`config.mk`:
```
export PLATFORM = sky130hd
export DESIGN_NAME = costas_track
export DESIGN_NICKNAME = d
export VERILOG_FILES = /design/src/rtl/costas_pkg.sv /design/src/rtl/costas_sine.sv /design/src/rtl/costas_ctrl.sv /design/src/rtl/costas_dp.sv /design/src/rtl/costas_track.sv
export SDC_FILE = /design/constraint.sdc
export NUM_CORES = 1
export LEC_CHECK = 0
export BUFFER_PORTS_ARGS = -buffer_cell sky130_fd_sc_hd__buf_4
export CAP_MARGIN = 40
export CORE_UTILIZATION = 55
export CTS_BUF_LIST = sky130_fd_sc_hd__clkbuf_8
export DETAILED_ROUTE_END_ITERATION = 8
export GPL_TIMING_DRIVEN = 0
export PLACE_DENSITY = 0.73
export SETUP_SLACK_MARGIN = 0.2
export SLEW_MARGIN = 40
export SYNTH_ARGS = -nofsm -noshare
export SYNTH_HDL_FRONTEND = slang
export SYNTH_SLANG_ARGS = --single-unit
```
`constraint.sdc`:
```
create_clock -name clk -period 28.1 [get_ports clk]
set_input_delay 1.405 -clock clk [delete_from_list [all_inputs] [get_ports clk]]
set_output_delay 1.405 -clock clk [all_outputs]
set_load 0.005 [all_outputs]
```
`src/rtl/costas_pkg.sv`:
```
package costas_pkg;

  // Strobes from control to datapath for one clock cycle.
  typedef struct packed {
    logic load;     // preset phase, clear integrator
    logic advance;  // a chip is consumed this cycle
    logic update;   // loop filter takes the error this cycle
  } trkStrobe_t;

endpackage

```
`src/rtl/costas_sine.sv`:
```
module costas_sine #(
  parameter int SW      = 8,
  parameter int ACCW    = 16,
  parameter int LUTBITS = 6
) (
  input  logic        [ACCW-1:0] phase,
  output logic signed [SW-1:0]   sinV,
  output logic signed [SW-1:0]   cosV
);

  localparam int QDEPTH = 1 << LUTBITS;
  localparam int HALF   = 2 * QDEPTH;
  localparam int AMP    = (1 << (SW - 1)) - 1;
  localparam logic [LUTBITS:0]  QD      = (LUTBITS + 1)'(QDEPTH);
  localparam logic [ACCW-1:0]   QUARTER = ACCW'(1) << (ACCW - 2);

  // Rational approximation of a half sine over 0..HALF steps.
  function automatic int quarterSine(input int u);
    int num;
    int den;
    num = 4 * u * (HALF - u);
    den = (5 * HALF * HALF) / 4 - u * (HALF - u);
    return (AMP * num) / den;
  endfunction

  logic signed [SW-1:0] qTab [0:QDEPTH];

  for (genvar k = 0; k <= QDEPTH; k++) begin : g_tab
    assign qTab[k] = SW'(quarterSine(k));
  end

  function automatic logic signed [SW-1:0] pick(input logic [ACCW-1:0] ph);
    logic [1:0]           quad;
    logic [LUTBITS:0]     idx;
    logic [LUTBITS:0]     addr;
    logic signed [SW-1:0] mag;
    quad = ph[ACCW-1 -: 2];
    idx  = {1'b0, ph[ACCW-3 -: LUTBITS]};
    addr = quad[0] ? (QD - idx) : idx;
    mag  = qTab[addr];
    return quad[1] ? -mag : mag;
  endfunction

  always_comb begin
    sinV = pick(phase);
    cosV = pick(phase + QUARTER);
  end

endmodule

```
`src/rtl/costas_ctrl.sv`:
```
module costas_ctrl
  import costas_pkg::*;
(
  input  logic       clk,
  input  logic       rstN,
  input  logic       inValid,
  input  logic       load,
  input  logic       rotSignI,
  input  logic       rotSignQ,
  output trkStrobe_t strb
);

  logic prevSignI, prevSignQ, fresh;

  always_comb begin
    strb.load    = load;
    strb.advance = inValid && !load;
    strb.update  = strb.advance && !fresh &&
                   ((rotSignI ^ prevSignI) || (rotSignQ ^ prevSignQ));
  end

  always_ff @(posedge clk) begin
    if (!rstN) begin
      fresh     <= 1'b1;
      prevSignI <= 1'b0;
      prevSignQ <= 1'b0;
    end else if (load) begin
      fresh <= 1'b1;
    end else if (inValid) begin
      fresh     <= 1'b0;
      prevSignI <= rotSignI;
      prevSignQ <= rotSignQ;
    end
  end

endmodule

```
`src/rtl/costas_dp.sv`:
```
module costas_dp
  import costas_pkg::*;
#(
  parameter int SW      = 8,
  parameter int ERRW    = 7,
  parameter int INTW    = 16,
  parameter int ACCW    = 16,
  parameter int LUTBITS = 6,
  parameter int SHW     = 4
) (
  input  logic                 clk,
  input  logic                 rstN,
  input  trkStrobe_t           strb,
  input  logic signed [SW-1:0] inI,
  input  logic signed [SW-1:0] inQ,
  input  logic [ACCW-1:0]      loadPhase,
  input  logic [SHW-1:0]       kpShift,
  input  logic [SHW-1:0]       kiShift,
  output logic                 rotSignI,
  output logic                 rotSignQ,
  output logic                 outValid,
  output logic signed [SW:0]   outI,
  output logic signed [SW:0]   outQ,
  output logic signed [ERRW-1:0] errOut,
  output logic                 trackStrobe,
  output logic signed [INTW-1:0] freqEst,
  output logic [ACCW-1:0]      phase
);

  localparam int ROTW  = SW + 1;
  localparam int PRODW = 2 * SW + 1;
  localparam int EW    = ROTW + 2;
  localparam int IW1   = INTW + 1;
  localparam int EMAXI = (1 << (ERRW - 1)) - 1;
  localparam logic signed [EW-1:0]  EMAX = EW'(EMAXI);
  localparam logic signed [EW-1:0]  EMIN = EW'(-EMAXI - 1);
  localparam logic signed [IW1-1:0] IMAX = IW1'((64'sd1 <<< (INTW - 1)) - 1);
  localparam logic signed [IW1-1:0] IMIN = -IMAX - IW1'(1);

  logic [ACCW-1:0]         phaseQ;
  logic signed [INTW-1:0]  integQ;
  logic signed [SW-1:0]    sinV, cosV;

  costas_sine #(.SW(SW), .ACCW(ACCW), .LUTBITS(LUTBITS)) u_sine (
    .phase(phaseQ), .sinV(sinV), .cosV(cosV)
  );

  logic signed [PRODW-1:0] xI, xQ, xC, xS, accI, accQ, shI, shQ;
  logic signed [ROTW-1:0]  rotI, rotQ;
  logic signed [EW-1:0]    eRI, eRQ, rawErr, clampErr;
  logic signed [ERRW-1:0]  err;
  logic signed [INTW-1:0]  propTerm, intTerm, integSat, integNext;
  logic signed [IW1-1:0]   integSum;
  logic [ACCW-1:0]         phaseNext;

  always_comb begin
    // complex de-rotation by the NCO phase
    xI   = PRODW'(inI);
    xQ   = PRODW'(inQ);
    xC   = PRODW'(cosV);
    xS   = PRODW'(sinV);
    accI = xI * xC + xQ * xS;
    accQ = xQ * xC - xI * xS;
    shI  = accI >>> (SW - 1);
    shQ  = accQ >>> (SW - 1);
    rotI = ROTW'(shI);
    rotQ = ROTW'(shQ);

    // four-phase Costas detector with clamp
    eRI    = EW'(rotI);
    eRQ    = EW'(rotQ);
    rawErr = (rotI[ROTW-1] ? -eRQ : eRQ) - (rotQ[ROTW-1] ? -eRI : eRI);
    if (rawErr > EMAX)      clampErr = EMAX;
    else if (rawErr < EMIN) clampErr = EMIN;
    else                    clampErr = rawErr;
    err = ERRW'(clampErr);

    // lead/lag filter
    propTerm = INTW'(err) >>> kpShift;
    intTerm  = INTW'(err) >>> kiShift;
    integSum = IW1'(integQ) + IW1'(intTerm);
    if (integSum > IMAX)      integSat = INTW'(IMAX);
    else if (integSum < IMIN) integSat = INTW'(IMIN);
    else                      integSat = INTW'(integSum);
    integNext = strb.update ? integSat : integQ;
    phaseNext = phaseQ + ACCW'(integNext) +
                (strb.update ? ACCW'(propTerm) : ACCW'(0));
  end

  assign rotSignI = rotI[ROTW-1];
  assign rotSignQ = rotQ[ROTW-1];

  always_ff @(posedge clk) begin
    if (!rstN) begin
      phaseQ      <= '0;
      integQ      <= '0;
      outValid    <= 1'b0;
      trackStrobe <= 1'b0;
      outI        <= '0;
      outQ        <= '0;
      errOut      <= '0;
    end else if (strb.load) begin
      phaseQ      <= loadPhase;
      integQ      <= '0;
      outValid    <= 1'b0;
      trackStrobe <= 1'b0;
    end else begin
      outValid    <= strb.advance;
      trackStrobe <= strb.update;
      if (strb.advance) begin
        outI   <= rotI;
        outQ   <= rotQ;
        errOut <= err;
        phaseQ <= phaseNext;
        integQ <= integNext;
      end
    end
  end

  assign freqEst = integQ;
  assign phase   = phaseQ;

endmodule

```
`src/rtl/costas_track.sv`:
```
module costas_track
  import costas_pkg::*;
#(
  parameter int SW      = 8,
  parameter int ERRW    = 7,
  parameter int INTW    = 16,
  parameter int ACCW    = 16,
  parameter int LUTBITS = 6,
  parameter int SHW     = 4
) (
  input  logic                   clk,
  input  logic                   rstN,
  input  logic                   inValid,
  input  logic signed [SW-1:0]   inI,
  input  logic signed [SW-1:0]   inQ,
  input  logic                   load,
  input  logic [ACCW-1:0]        loadPhase,
  input  logic [SHW-1:0]         kpShift,
  input  logic [SHW-1:0]         kiShift,
  output logic                   outValid,
  output logic signed [SW:0]     outI,
  output logic signed [SW:0]     outQ,
  output logic signed [ERRW-1:0] errOut,
  output logic                   trackStrobe,
  output logic signed [INTW-1:0] freqEst,
  output logic [ACCW-1:0]        phase
);

  trkStrobe_t strb;
  logic       rotSignI, rotSignQ;

  costas_ctrl u_ctrl (
    .clk(clk), .rstN(rstN), .inValid(inValid), .load(load),
    .rotSignI(rotSignI), .rotSignQ(rotSignQ), .strb(strb)
  );

  costas_dp #(
    .SW(SW), .ERRW(ERRW), .INTW(INTW), .ACCW(ACCW),
    .LUTBITS(LUTBITS), .SHW(SHW)
  ) u_dp (
    .clk(clk), .rstN(rstN), .strb(strb), .inI(inI), .inQ(inQ),
    .loadPhase(loadPhase), .kpShift(kpShift), .kiShift(kiShift),
    .rotSignI(rotSignI), .rotSignQ(rotSignQ), .outValid(outValid),
    .outI(outI), .outQ(outQ), .errOut(errOut), .trackStrobe(trackStrobe),
    .freqEst(freqEst), .phase(phase)
  );

endmodule

```
Word level (Yosys, flattened, before mapping)
Memories as Yosys holds them, arrays and structs flattened.
Index checks and enable logic that the tools add are counted.
{ "totals": {"latchBits": 0, "mem_count": 2, "ramBits": 0, "regBits": 62, "out_inout_bits": 59, "inputBits": 44, "mem_bits_ro": 2048} }
{ "classes": {"shift": 2, "magnitude_cmp": 6, "eq_ne": 0, "n_mul": 4, "bitwise_logic": 6, "muxes": 18, "n_reduce_logical": 10, "div": 0, "add_sub_neg": 13} }
{ "mem_list": {"columns": ["name", "depth", "word_bits", "read_ports", "rd_ports_with_merged_regs", "wr", "line_no", "text"], "rows": [
  ["(name not given)", 128, 8, 1, 0, 0, "costas_sine.sv:40", "mag = qTab[addr];"],
  ["(name not given)", 128, 8, 1, 0, 0, "costas_sine.sv:40", null]
]} }
{ "op_table": {"columns": ["op", "count"], "rows": [
  ["$mux 16", 6],
  ["$mul 8x8->16", 4],
  ["$add 16x16->16", 3],
  ["$mux 8", 6],
  ["$sshr 7x4->16", 2],
  ["$mux 7", 4],
  ["$mux 11", 2],
  ["$neg 9->11", 2],
  ["$add 16x16->17", 1],
  ["$gt 17x16->1 const B", 1],
  ["$lt 17x16->1 const B", 1],
  ["$add 16x15->16 const B", 1],
  ["$ge 8x8->1 const B", 2],
  ["$neg 8->8", 2],
  ["$not 7->8", 2],
  ["$sub 16x16->16", 1],
  ["$sub 7x6->7 const A", 2],
  ["$gt 11x7->1 const B", 1],
  ["$lt 11x7->1 const B", 1],
  ["$sub 11x11->11", 1],
  ["$reduce_and 2->1", 2],
  ["$logic_and 1x1->1", 3],
  ["$logic_not 1->1", 2],
  ["$not 1->1", 2],
  ["4 further kinds", 5]
]} }

Longest topological paths before layout
Gate-level depths: netlist (run 1).
{ "logic_depth": {"depth_word": 27, "ltp_mapped": 103} }

By module
A second synthesis (run 1) with hierarchy kept.
{ "hier_totals": {"cells_unflattened": 2304, "area_unflattened_um2": 18993.2} }
{ "modules_own_cells": {"columns": ["mod", "seq_area_each_um2", "cells_each", "area_per_inst_um2", "instances"], "rows": [
  ["costas_dp", 1181.1, 1913, 16245.6, 1],
  ["costas_sine", 0.0, 376, 2586.2, 1],
  ["costas_ctrl", 60.1, 15, 161.4, 1]
]} }

Worst setup path after synthesis (run 1)
Ideal clock, no wire load.
{ "synth_timing": {"kind": "reg2reg", "startpoint": "register u_dp.phaseQ[8], in the netlist u_dp.phase[8]", "endpoint": "register u_dp.phaseQ[15], in the netlist u_dp.phase[15]", "setup_time_ns": 0.133, "period_less_slack_ns": 19.072, "setup_slack_ns": 9.028, "arrival_ns": 18.940, "stages_incl_launch_ff": 99, "path_cell_list": "dfxtp_1 -> buf_2 -> inv_1 -> ha_1 -> clkbuf_1 -> mux2i_2 -> inv_2 -> ha_1 -> nor3_1 -> a31oi_1 -> o211ai_1 -> o21ai_1 -> o22ai_1 -> clkbuf_1 -> ha_1 -> nand2_1 -> o31ai_1 -> xnor2_1 -> [... 63 more ...] -> inv_1 -> ha_1 -> nor2b_1 -> o21ai_0 -> a21boi_0 -> o21ai_0 -> a21boi_0 -> o21a_1 -> o211ai_1 -> nand3_1 -> a31oi_1 -> o21bai_1 -> xor2_1 -> nand4_1 -> mux2_2 -> nand4_1 -> xnor2_1 -> a21oi_1"} }
{ "synth_between": {"elab_chain_cells": 27, "elab_cells_between_ends": 49} }
{ "synth_lines": {"columns": ["item", "line_no", "text"], "rows": [
  ["start, declared", "costas_dp.sv:40", "logic [ACCW-1:0] phaseQ;"],
  ["start signal, assigned", "costas_dp.sv:103", "phaseQ <= loadPhase;"],
  ["start signal, assigned", "costas_dp.sv:114", "phaseQ <= phaseNext;"],
  ["$add 16x15->16", "costas_sine.sv:46", "cosV = pick(phase + QUARTER);"],
  ["$sub 7x6->7", "costas_sine.sv:39", "addr = quad[0] ? (QD - idx) : idx;"],
  ["$mux 7", "costas_sine.sv:39", null],
  ["$not 7->8 (not written as such)", "costas_sine.sv:40", null],
  ["$mem_v2 128x8", null, null],
  ["$mux 8 (not written as such) (2 in a row)", "costas_sine.sv:40", null],
  ["$neg 8->8", "costas_sine.sv:41", "return quad[1] ? -mag : mag;"],
  ["$mux 8", "costas_sine.sv:41", null],
  ["[... 10 more ...]", null, null],
  ["$lt 17x16->1", "costas_dp.sv:83", "else if (integSum < IMIN) integSat = INTW'(IMIN);"],
  ["$mux 16", "costas_dp.sv:83", null],
  ["$mux 16", "costas_dp.sv:82", "if (integSum > IMAX) integSat = INTW'(IMAX);"],
  ["$mux 16", "costas_dp.sv:85", "integNext = strb.update ? integSat : integQ;"],
  ["$add 16x16->16", "costas_dp.sv:86", "phaseNext = phaseQ + ACCW'(integNext) +"],
  ["$add 16x16->16 (*)", "costas_dp.sv:86", null],
  ["$mux 16 (*)", "costas_dp.sv:110", "if (strb.advance) begin"],
  ["$mux 16 (*)", "costas_dp.sv:102", "end else if (strb.load) begin"]
]} }
Every way passes the cells marked *; elsewhere a longest branch is shown, timed or not. The select of a mux whose other input is x is not followed.
A chain may end at the register's enable or synchronous reset.

Worst setup path after layout (run 1)
{ "layout_timing": {"startpoint": "register u_dp.phaseQ[8], in the netlist u_dp.phase[8]", "endpoint": "register u_dp.phaseQ[15], in the netlist u_dp.phase[15]"} }
{ "layout_between": {"elab_chain_cells": 27, "elab_cells_between_ends": 49} }
{ "layout_lines": {"columns": ["item", "line_no", "text"], "rows": [
  ["$add 16x15->16", "costas_sine.sv:46", null],
  ["$sub 7x6->7", "costas_sine.sv:39", null],
  ["$mux 7", "costas_sine.sv:39", null],
  ["$not 7->8 (not written as such)", "costas_sine.sv:40", null],
  ["$mem_v2 128x8", null, null],
  ["$mux 8 (not written as such) (2 in a row)", "costas_sine.sv:40", null],
  ["$neg 8->8", "costas_sine.sv:41", null],
  ["$mux 8", "costas_sine.sv:41", null],
  ["[... 8 more ...]", null, null],
  ["via u_dp.clampErr[6]", "costas_dp.sv:50", "logic signed [EW-1:0] eRI, eRQ, rawErr, clampErr;"],
  ["[... 2 more ...]", null, null],
  ["$lt 17x16->1", "costas_dp.sv:83", null],
  ["$mux 16", "costas_dp.sv:83", null],
  ["$mux 16", "costas_dp.sv:82", null],
  ["$mux 16", "costas_dp.sv:85", null],
  ["$add 16x16->16", "costas_dp.sv:86", null],
  ["$add 16x16->16 (*)", "costas_dp.sv:86", null],
  ["$mux 16 (*)", "costas_dp.sv:110", null],
  ["$mux 16 (*)", "costas_dp.sv:102", null]
]} }
Mark *: on every way through the listed nets, which the timed path passes. The rest lies on a longest branch. The select of a mux whose other input is x is not followed.

==> results.md, run 1 <==
- Async SR Flop Fraction: 0%
- Worst Setup End Kind: flip-flop
- Root Driver: clkbuf_8
- Die Y: approximately 180 microns
- GP Congestion: roughly 0.94
- Area share of and/or/nand/nor cells after synthesis: ~18%
- Die Width: between 150 and 200 microns
- Global route total overflow: 0
- Post-synth design cell area: 18100 sq um
- Worst setup SP type: flip-flop
- CP peak stage delay: approximately 650 ps
- Placeable Area: roughly 32000 sq um
- Worst skew pair latency: roughly 350 ps
- CTS tree: done
- Seq cells post-synth: 60
- Count of cell types in the netlist: between 80 and 90
- Crit Path Category: flip-flop to flip-flop
- Drt wl/cell: 18.6 microns
- Resize count post-CTS: 0
- Largest area contributor in the synthesized netlist: fa_1
- Crit path time final: around 24000 ps
- Post-Route WL: 51.6 mm
- YS warnings: 0
- Fraction of layout cells with a size suffix above 1: under 10%
- I/O Buffers: just under 100
- Vias in the first global route: between 15000 and 20000
- Post-synthesis compound-gate area fraction: roughly 16%
- Worst min path class: flip-flop to flip-flop
- Routed Antenna Nets: 0
- Yosys top cell area share: between 30% and 40%
- Clock Skews: roughly 9 ps
- Count leader, synth: inv_1
- IO Count: approximately 100
- Unrepaired setup endpoints after global routing: no
- EDFF count, synth: 0
- FILL cells: approximately 2900
- Synth Net Count: between 2000 and 3000
- Max-cap viol count: 0
- CTS clk-pin slew, worst paths: approximately 70 ps
- Sequential element share of the synthesized area: under 10%
- Post-Place Worst Slack: ~4200 ps
- Vias per cell: 5.69
- Area Overhead vs Synth: 8.68%
- Crit share post-route: about 87%
- DPL Wire Length: about 42 mm
- Register area: about 1200 sq um
- Die area: approximately 34000 sq um
- DP Area: 19500 sq um
- # DRC: 0
- Finish-stage setup viols: 0
- Main area contributors after synthesis: fa_1, ha_1, inv_1
- Max Transition Viols Final: 0
- Hold-fix buffers, CTS: 0
- TritonCTS Sinks: 60
- Buffer depth of the longest clock path: 2
- First-pass GRT wire length: approximately 85 mm
- Starting Density: a little under three fifths
- Post-synthesis xor/xnor area fraction: between 5 and 6%
- Syn Area/Cell: a little over 8 sq um
- Ant. Diodes: 0
- Final hold violation count: 0
- Worst setup margin: roughly 3700 ps
- Worst endpoint required time: 28320 ps
- Area of the multi-input gates: 15100 sq um
- Initial antenna violation count: 0
- Iteration-0 DRC Markers: 1073
- # rows: between 60 and 70
- Cell count after synthesis: about 2200
- Nets: 2803
- Main combinational cell family by area after synthesis: adder cells
- Drt first pass iters: 8
- Tot GR Track Use: 32.2%
- Crit Path Max Fanout: 19
- Design area: about 20000 sq um
- Worst Tran Pin Value: just under 900 ps
- Largest net degree at the start of global routing: 20
- Max stage delay cell, worst path: clkbuf_1
- Max frequency: around 40 MHz
- Post-CTS Setup Inserts: 0
- Primary FF master, synth: dfxtp_1
- Status: finished clean
- Via count of the routed design: ~16000
- Post-synthesis mux area share: 1.27%
- CTS Buf Count: 9
- H-tree levels: 3
- Max_slew headroom: 41.6%
- Synth Area in Adders: between 40% and 50%
- Post-synth top cells: inv_1, fa_1, nand2_1
- Final hold slack: about 470 ps
- Critical path data arrival time: roughly 25000 ps
- Setup total negative slack: 0 ps
- Cell mode on critical path: o21ai_0
[sequential cells by signal, summed over array words and instances, names as in the netlist]
name,flops
u_ctrl.fresh,1
u_ctrl.prevSignQ,1
u_dp.errOut,7
u_dp.freqEst,16
u_dp.outI,9
u_dp.outQ,8
u_dp.outValid,1
u_dp.phase,16
u_dp.trackStrobe,1
[final cells by class]
type                            count  area share [%]
Clock buffer                       10           0.698
Sequential cell                    60            6.09
Inverter                          393            7.49
Buffer                            102            2.28
Tap cell                          442            2.81
Timing Repair Buffer              100            3.80
Multi-Input combinational cell   1658            76.4
Clock inverter                      6           0.400
[per-stage QoR]
stage / util, % / std cells
finish: 60.7 / 2771
global route: 60.7 / 2771
CTS: 60.7 / 2771
detailed placement: 60.0 / 2755
global placement: 59.9 / 2754
floorplan: - / 2213
[routing by layer]
metal | global-route usage, % | routed length, microns | up-vias
met2 | 51.0 | 23400 | 599
met4 | 9.77 | 1530 | 0
met1 | 44.6 | 22500 | 7732
met5 | 0 | 0 | -
li1 | - | - | 7348
met3 | 6.20 | 4200 | 93
[placed cells by master, fill, tap and decap left out, drive strengths merged, types with 21 or more instances in the layout]
cell    count
o211ai     24
xor2       28
a21boi     28
and2      134
buf       121
xnor2      77
nand3      21
a211oi     29
a21oi      95
a21o       27
nor3       29
ha        153
nor2      134
fa        282
o21ai      91
and3       23
nand2b     23
nor2b      39
nand2     203
inv       394
clkbuf     91
o21a       30
dfxtp      60
[cells by family after synthesis]
kind of cell,Yosys count
AO/OA/AOI/OAI,432
XOR/XNOR,106
adder cells (fa/ha/maj),437
buffers and inverters,495
flip-flops,60
multiplexers,21
AND/OR/NAND/NOR,662
[worst paths after layout]
path | start | end | slack [ps] | cells past startpoint
worst max-delay path | u_dp.phase[8] | u_dp.phase[15] | 3740 | 97
worst min-delay path | u_dp.errOut[6] | u_dp.errOut[6] | 470 | 2
worst min register to register | u_dp.errOut[6] | u_dp.errOut[6] | 470 | 2
worst max register to register | u_dp.phase[8] | u_dp.phase[15] | 3740 | 97
[worst max-delay path: cells and delay by family (launching register included)]
| family | cells | cell delay (ps) |
|---|---|---|
| compound gates | 43 | 8580 |
| xor+xnor | 5 | 2070 |
| fa+ha+maj | 14 | 5820 |
| buf+inv | 16 | 4440 |
| flops | 1 | 590 |
| mux | 2 | 510 |
| simple gates | 17 | 2160 |
Power of run 1 is left out: the tool's default activity adds up to more than one toggle a clock period on the data nets, which glitch-free logic cannot reach.
==> run 2: changes to the inputs <==
--- a/config.mk
+++ b/config.mk
@@ -11,7 +11,7 @@
 export CTS_BUF_LIST = sky130_fd_sc_hd__clkbuf_8
 export DETAILED_ROUTE_END_ITERATION = 8
 export GPL_TIMING_DRIVEN = 0
-export PLACE_DENSITY = 0.73
+export PLACE_DENSITY = 0.78
 export SETUP_SLACK_MARGIN = 0.2
 export SLEW_MARGIN = 40
 export SYNTH_ARGS = -nofsm -noshare
==> results.md, run 2 (synthesis gave the netlist of run 1 again) <==
- Post-CTS Setup Inserts: 0
- CP bufs+invs: 14
- Iteration-0 DRC Markers: between 1500 and 2000
- Final hold violation count: 0
- Unrepaired setup endpoints after global routing: no
- # DRC: 1
- Final core area utilization: between 60% and 70%
- Buffer depth of the longest clock path: 2
- First-pass GRT wire length: approximately 85 mm
- Clock Skews: 22.7 ps
- Status: finished, violations left
- Post-Route WL: approximately 52 mm
- Hold-fix buffers, CTS: 0
- Die area: between 30000 and 40000 sq um
- CTS clk-pin slew, worst paths: ~90 ps
- Critical path data arrival time: ~24000 ps
- Max stage delay cell, worst path: clkbuf_1
- Tot GR Track Use: approximately a third
- Cell mode on critical path: o21ai_0
- Root Driver: clkbuf_8
- Starting Density: 55.9%
- Worst Tran Pin Value: 893 ps
- Routed Antenna Nets: 0
- Commonest cells after routing, fill and taps aside: inv_1, fa_1, nand2_1
- Initial antenna violation count: 1
- CTS Buf Count: 9
- I/O Buffers: between 90 and 100
- Most common cell after layout, fill and taps aside: inv_1
- Worst min path class: flip-flop to flip-flop
- Vias per cell: about 5.8
- Drt wl/cell: 18.9 microns
- DPL Wire Length: between 40 and 50 mm
- CP peak stage delay: about 700 ps
- Post-Layout Cell Count: 2770
- Drt first pass iters: 9
- Die Y: 184 microns
- Resize count post-CTS: 0
- Die Width: 184 microns
- Max_slew headroom: around two fifths
- Worst setup SP type: flip-flop
- Worst path top cell family by delay: compound AO/OA/AOI/OAI gates
- Failing checks: design-rule violations
- Global route total overflow: 0
- Largest net degree at the start of global routing: 20
- Placed insts: ~2800
- Crit share post-route: 85.9%
- DP Area: 19500 sq um
- Crit Path Max Fanout: 13
- Crit Path Category: flip-flop to flip-flop
- Design area: approximately 20000 sq um
- CTS tree: done
- Via count of the routed design: 16129
- Max Transition Viols Final: 0
- Max frequency: a little over 40 MHz
- Worst Setup End Kind: flip-flop
- H-tree levels: 3
- Vias in the first global route: 16171
- Placeable Area: approximately 32000 sq um
- GP Congestion: between 0.9 and 1
- Nets: ~2800
- Finish-stage setup viols: 0
- Worst skew pair latency: around 360 ps
- Worst endpoint required time: between 20000 and 30000 ps
- # rows: 66
- Setup total negative slack: 0 ps
- Fraction of layout cells with a size suffix above 1: under 10%
- Max-cap viol count: 0
- Ant. Diodes: 0
- TritonCTS Sinks: 60
- IO Count: between 100 and 150
- Crit path time final: between 20000 and 25000 ps
- Area Overhead vs Synth: 8.83%
-- run 2: area by class of cell --
type | count | area [sq um]
Clock buffer | 9 | 124
Timing Repair Buffer | 99 | 743
Buffer | 102 | 449
Multi-Input combinational cell | 1658 | 15100
Sequential cell | 60 | 1200
Clock inverter | 7 | 108
Tap cell | 442 | 553
Fill cell | 2882 | 12700
Inverter | 393 | 1480
-- run 2: path summary, 6_finish.rpt --
check,startpoint,end,slack [ps],depth (start not counted)
max,u_dp.phase[8],u_dp.phase[15],3970,98
min,u_dp.outI[4],u_dp.outI[4],460,2
min reg2reg,u_dp.outI[4],u_dp.outI[4],460,2
max reg2reg,u_dp.phase[8],u_dp.phase[15],3970,98
-- run 2: routing by layer --
layer | track usage (%) | part of all wire (%) | vias up
met5 | 0 | 0.025 | -
met4 | 9.73 | 3.4 | 2
met3 | 6.26 | 9.1 | 132
met2 | 53.2 | 47 | 717
met1 | 42.7 | 41 | 7943
li1 | - | - | 7335
-- run 2: metrics by stage --
step	worst slack (ps)	hold WS, ps
after floorplan	9030	451
after global placement	4510	455
after detailed placement	4520	460
after CTS	4410	468
after global routing	2460	490
final	3970	464
-- run 2: worst min-delay path: stages (launching register included) --
cell and delay, ps:
dfxtp_1 310, nand2_1 40, a21boi_0 60
Power of run 2 is left out for the same reason.
==> run 3: changes to the inputs <==
--- a/config.mk
+++ b/config.mk
@@ -5,6 +5,7 @@
 export SDC_FILE = /design/constraint.sdc
 export NUM_CORES = 1
 export LEC_CHECK = 0
+export ABC_AREA = 1
 export BUFFER_PORTS_ARGS = -buffer_cell sky130_fd_sc_hd__buf_4
 export CAP_MARGIN = 40
 export CORE_UTILIZATION = 55
==> results.md, run 3 <==
- Primary FF master, synth: dfxtp_1
- CP peak stage delay: approximately 570 ps
- Met2 wire len: roughly 23 mm
- Worst endpoint required time: roughly 28000 ps
- Most common cell after layout, fill and taps aside: inv_1
- Vias in the first global route: 15912
- Iteration-0 DRC Markers: 1372
- Initial antenna violation count: 0
- TritonCTS Sinks: 60
- CTS tree: done
- Worst Reg-to-Reg Cells: a little over 100
- Worst hold path endpoint: u_ctrl.fresh
- Max frequency: 49.8 MHz
- CTS Buf Count: 9
- Drt wl/cell: around 17 microns
- DPL Wire Length: between 30 and 40 mm
- # DRC: 0
- CTS clk-pin slew, worst paths: 80 ps
- Synth Net Count: 2850
- Die Y: between 150 and 200 microns
- Commonest cells after routing, fill and taps aside: inv_1, nand2_1, fa_1
- Crit Path Category: flip-flop to flip-flop
- Sequential element share of the synthesized area: 6.89%
- FILL cells: ~2800
- Area Overhead vs Synth: 7.98%
- Root Driver: clkbuf_8
- Hold-fix buffers, CTS: 0
- Post-Route WL: around 48 mm
- CP Depth: 103
- Crit share post-route: ~72%
- R2R Path End: u_dp.phase[15]
- Starting Density: roughly 56%
- Cell mode on critical path: nand2_1
- Reg2Reg Setup Slack: 8010 ps
- Yosys top cell area share: around 32%
- Clock Skews: 21.1 ps
- Hold path startpoint: u_ctrl.fresh
- Post-CTS Setup Inserts: 0
- Worst min path class: flip-flop to flip-flop
- Die Width: between 150 and 200 microns
- Status: finished clean
- Critical path data arrival time: 20380 ps
- YS warnings: 0
- EDFF count, synth: 0
- Routed Antenna Nets: 0
- Max stage delay cell, worst path: clkbuf_1
- I/O Buffers: 90
- Finish-stage setup viols: 0
- GP Congestion: just under 1
- Crit path time final: 20090 ps
- Worst skew pair latency: about 370 ps
- Final hold violation count: 0
- Cell count after synthesis: about 2400
- Post-synth top cells: inv_1, nand2_1, fa_1
- Worst setup SP type: flip-flop
- Via count of the routed design: approximately 16000
- Vias per cell: between 5 and 6
- Met3 Routed Length: between 3 and 4 mm
- Seq cells post-synth: 60
- Largest area contributor in the synthesized netlist: fa_1
- Max layer used: met4
- Buffer depth of the longest clock path: 2
- Die area: ~32000 sq um
- Post-synth design cell area: 17400 sq um
- Setup total negative slack: 0 ps
- Tot GR Track Use: between 30% and 40%
- Max_slew headroom: 46.0%
- Worst Setup End Kind: flip-flop
- Resize count post-CTS: 0
- Crit Path Max Fanout: 14
- Syn Area/Cell: about 7.4 sq um
- Main area contributors after synthesis: fa_1, inv_1, ha_1
- Unrepaired setup endpoints after global routing: no
- Area of the multi-input gates: approximately 14000 sq um
- Global route total overflow: 0
- Design area: around 19000 sq um
- Fraction of layout cells with a size suffix above 1: roughly 8.8%
- First-pass GRT wire length: just under 80 mm
- H-tree levels: 3
- Ant. Diodes: 0
- CP bufs+invs: 19
- # rows: 64
- IO Count: approximately 100
- Register area: between 1000 and 1500 sq um
- Nets: slightly below 3000
- DP Area: about 19000 sq um
- WL met1: slightly below 20 mm
- Largest net degree at the start of global routing: 15
- Drt first pass iters: 6
- Count leader, synth: inv_1
- Max Transition Viols Final: 0
- Worst path top cell family by delay: adder cells
- Max-cap viol count: 0
- Async SR Flop Fraction: 0%
- Count of cell types in the netlist: 54
- Placeable Area: just over 30000 sq um
- Hold Crit Depth: 2
- Worst R2R Start: u_dp.phase[8]
- Worst Tran Pin Value: 805 ps
[run 3: changes by cell type after synthesis, moves of 25 or more]
cell / delta
nor2_1: +144
o21a_1: -29
inv_1: +153
nand3_1: +74
a211oi_1: -26
a21o_1: -25
xnor2_1: -46
nand2_1: +226
nor2b_1: -39
a21oi_1: -28
clkbuf_1: -41
nand2_2: +30
a21boi_0: -25
and2_1: -130
[run 3: stage by stage]
step	setup slack (ps)	instances	utilization, %	hold slack (ps)
detailed placement	8320	2857	60.2	482
floorplan	11860	2371	-	447
CTS	8200	2872	60.9	502
global placement	8310	2857	60.2	463
finish	8010	2872	60.9	501
global route	6500	2872	60.9	528
[run 3: cell type report]
type	instances	area share (%)
Buffer	61	1.60
Multi-Input combinational cell	1681	73.4
Timing Repair Buffer	90	3.59
Clock inverter	6	0.432
Inverter	569	11.3
Sequential cell	60	6.38
Tap cell	396	2.63
Clock buffer	9	0.658
[run 3: worst max-delay path by stage]
stage / from / end / slack (ps)
floorplan: u_dp.phase[8] / u_dp.phase[15] / 11860
global placement: u_dp.phase[8] / u_dp.phase[15] / 8310
detailed placement: u_dp.phase[8] / u_dp.phase[15] / 8320
CTS: u_dp.phase[8] / u_dp.phase[15] / 8200
global route: u_dp.phase[8] / u_dp.phase[15] / 6500
finish: u_dp.phase[8] / u_dp.phase[15] / 8010
[run 3: cell families after synthesis]
group           share of synthesized area (%)
compound gates                           8.94
xor+xnor                                 4.13
fa+ha+maj                                43.4
buf+inv                                  14.0
flops                                    6.89
simple gates                             22.7
[run 3: worst register-to-register path, delay by kind of cell, from the launching register on]
family,cells,cell delay [ps]
AOI/OAI and AO/OA,26,4740
xor gates and xnor gates,4,1190
adders and majority gates,15,6170
buffers and inverters,19,2670
DFF,1,470
and+or+nand+nor,39,4770
[run 3: metal layers]
layer,global-route usage (%),up-vias
met5,0,-
met4,12.3,0
met3,3.09,129
met2,52.7,680
met1,39.1,7463
li1,-,7408
Power of run 3 is left out for the same reason.
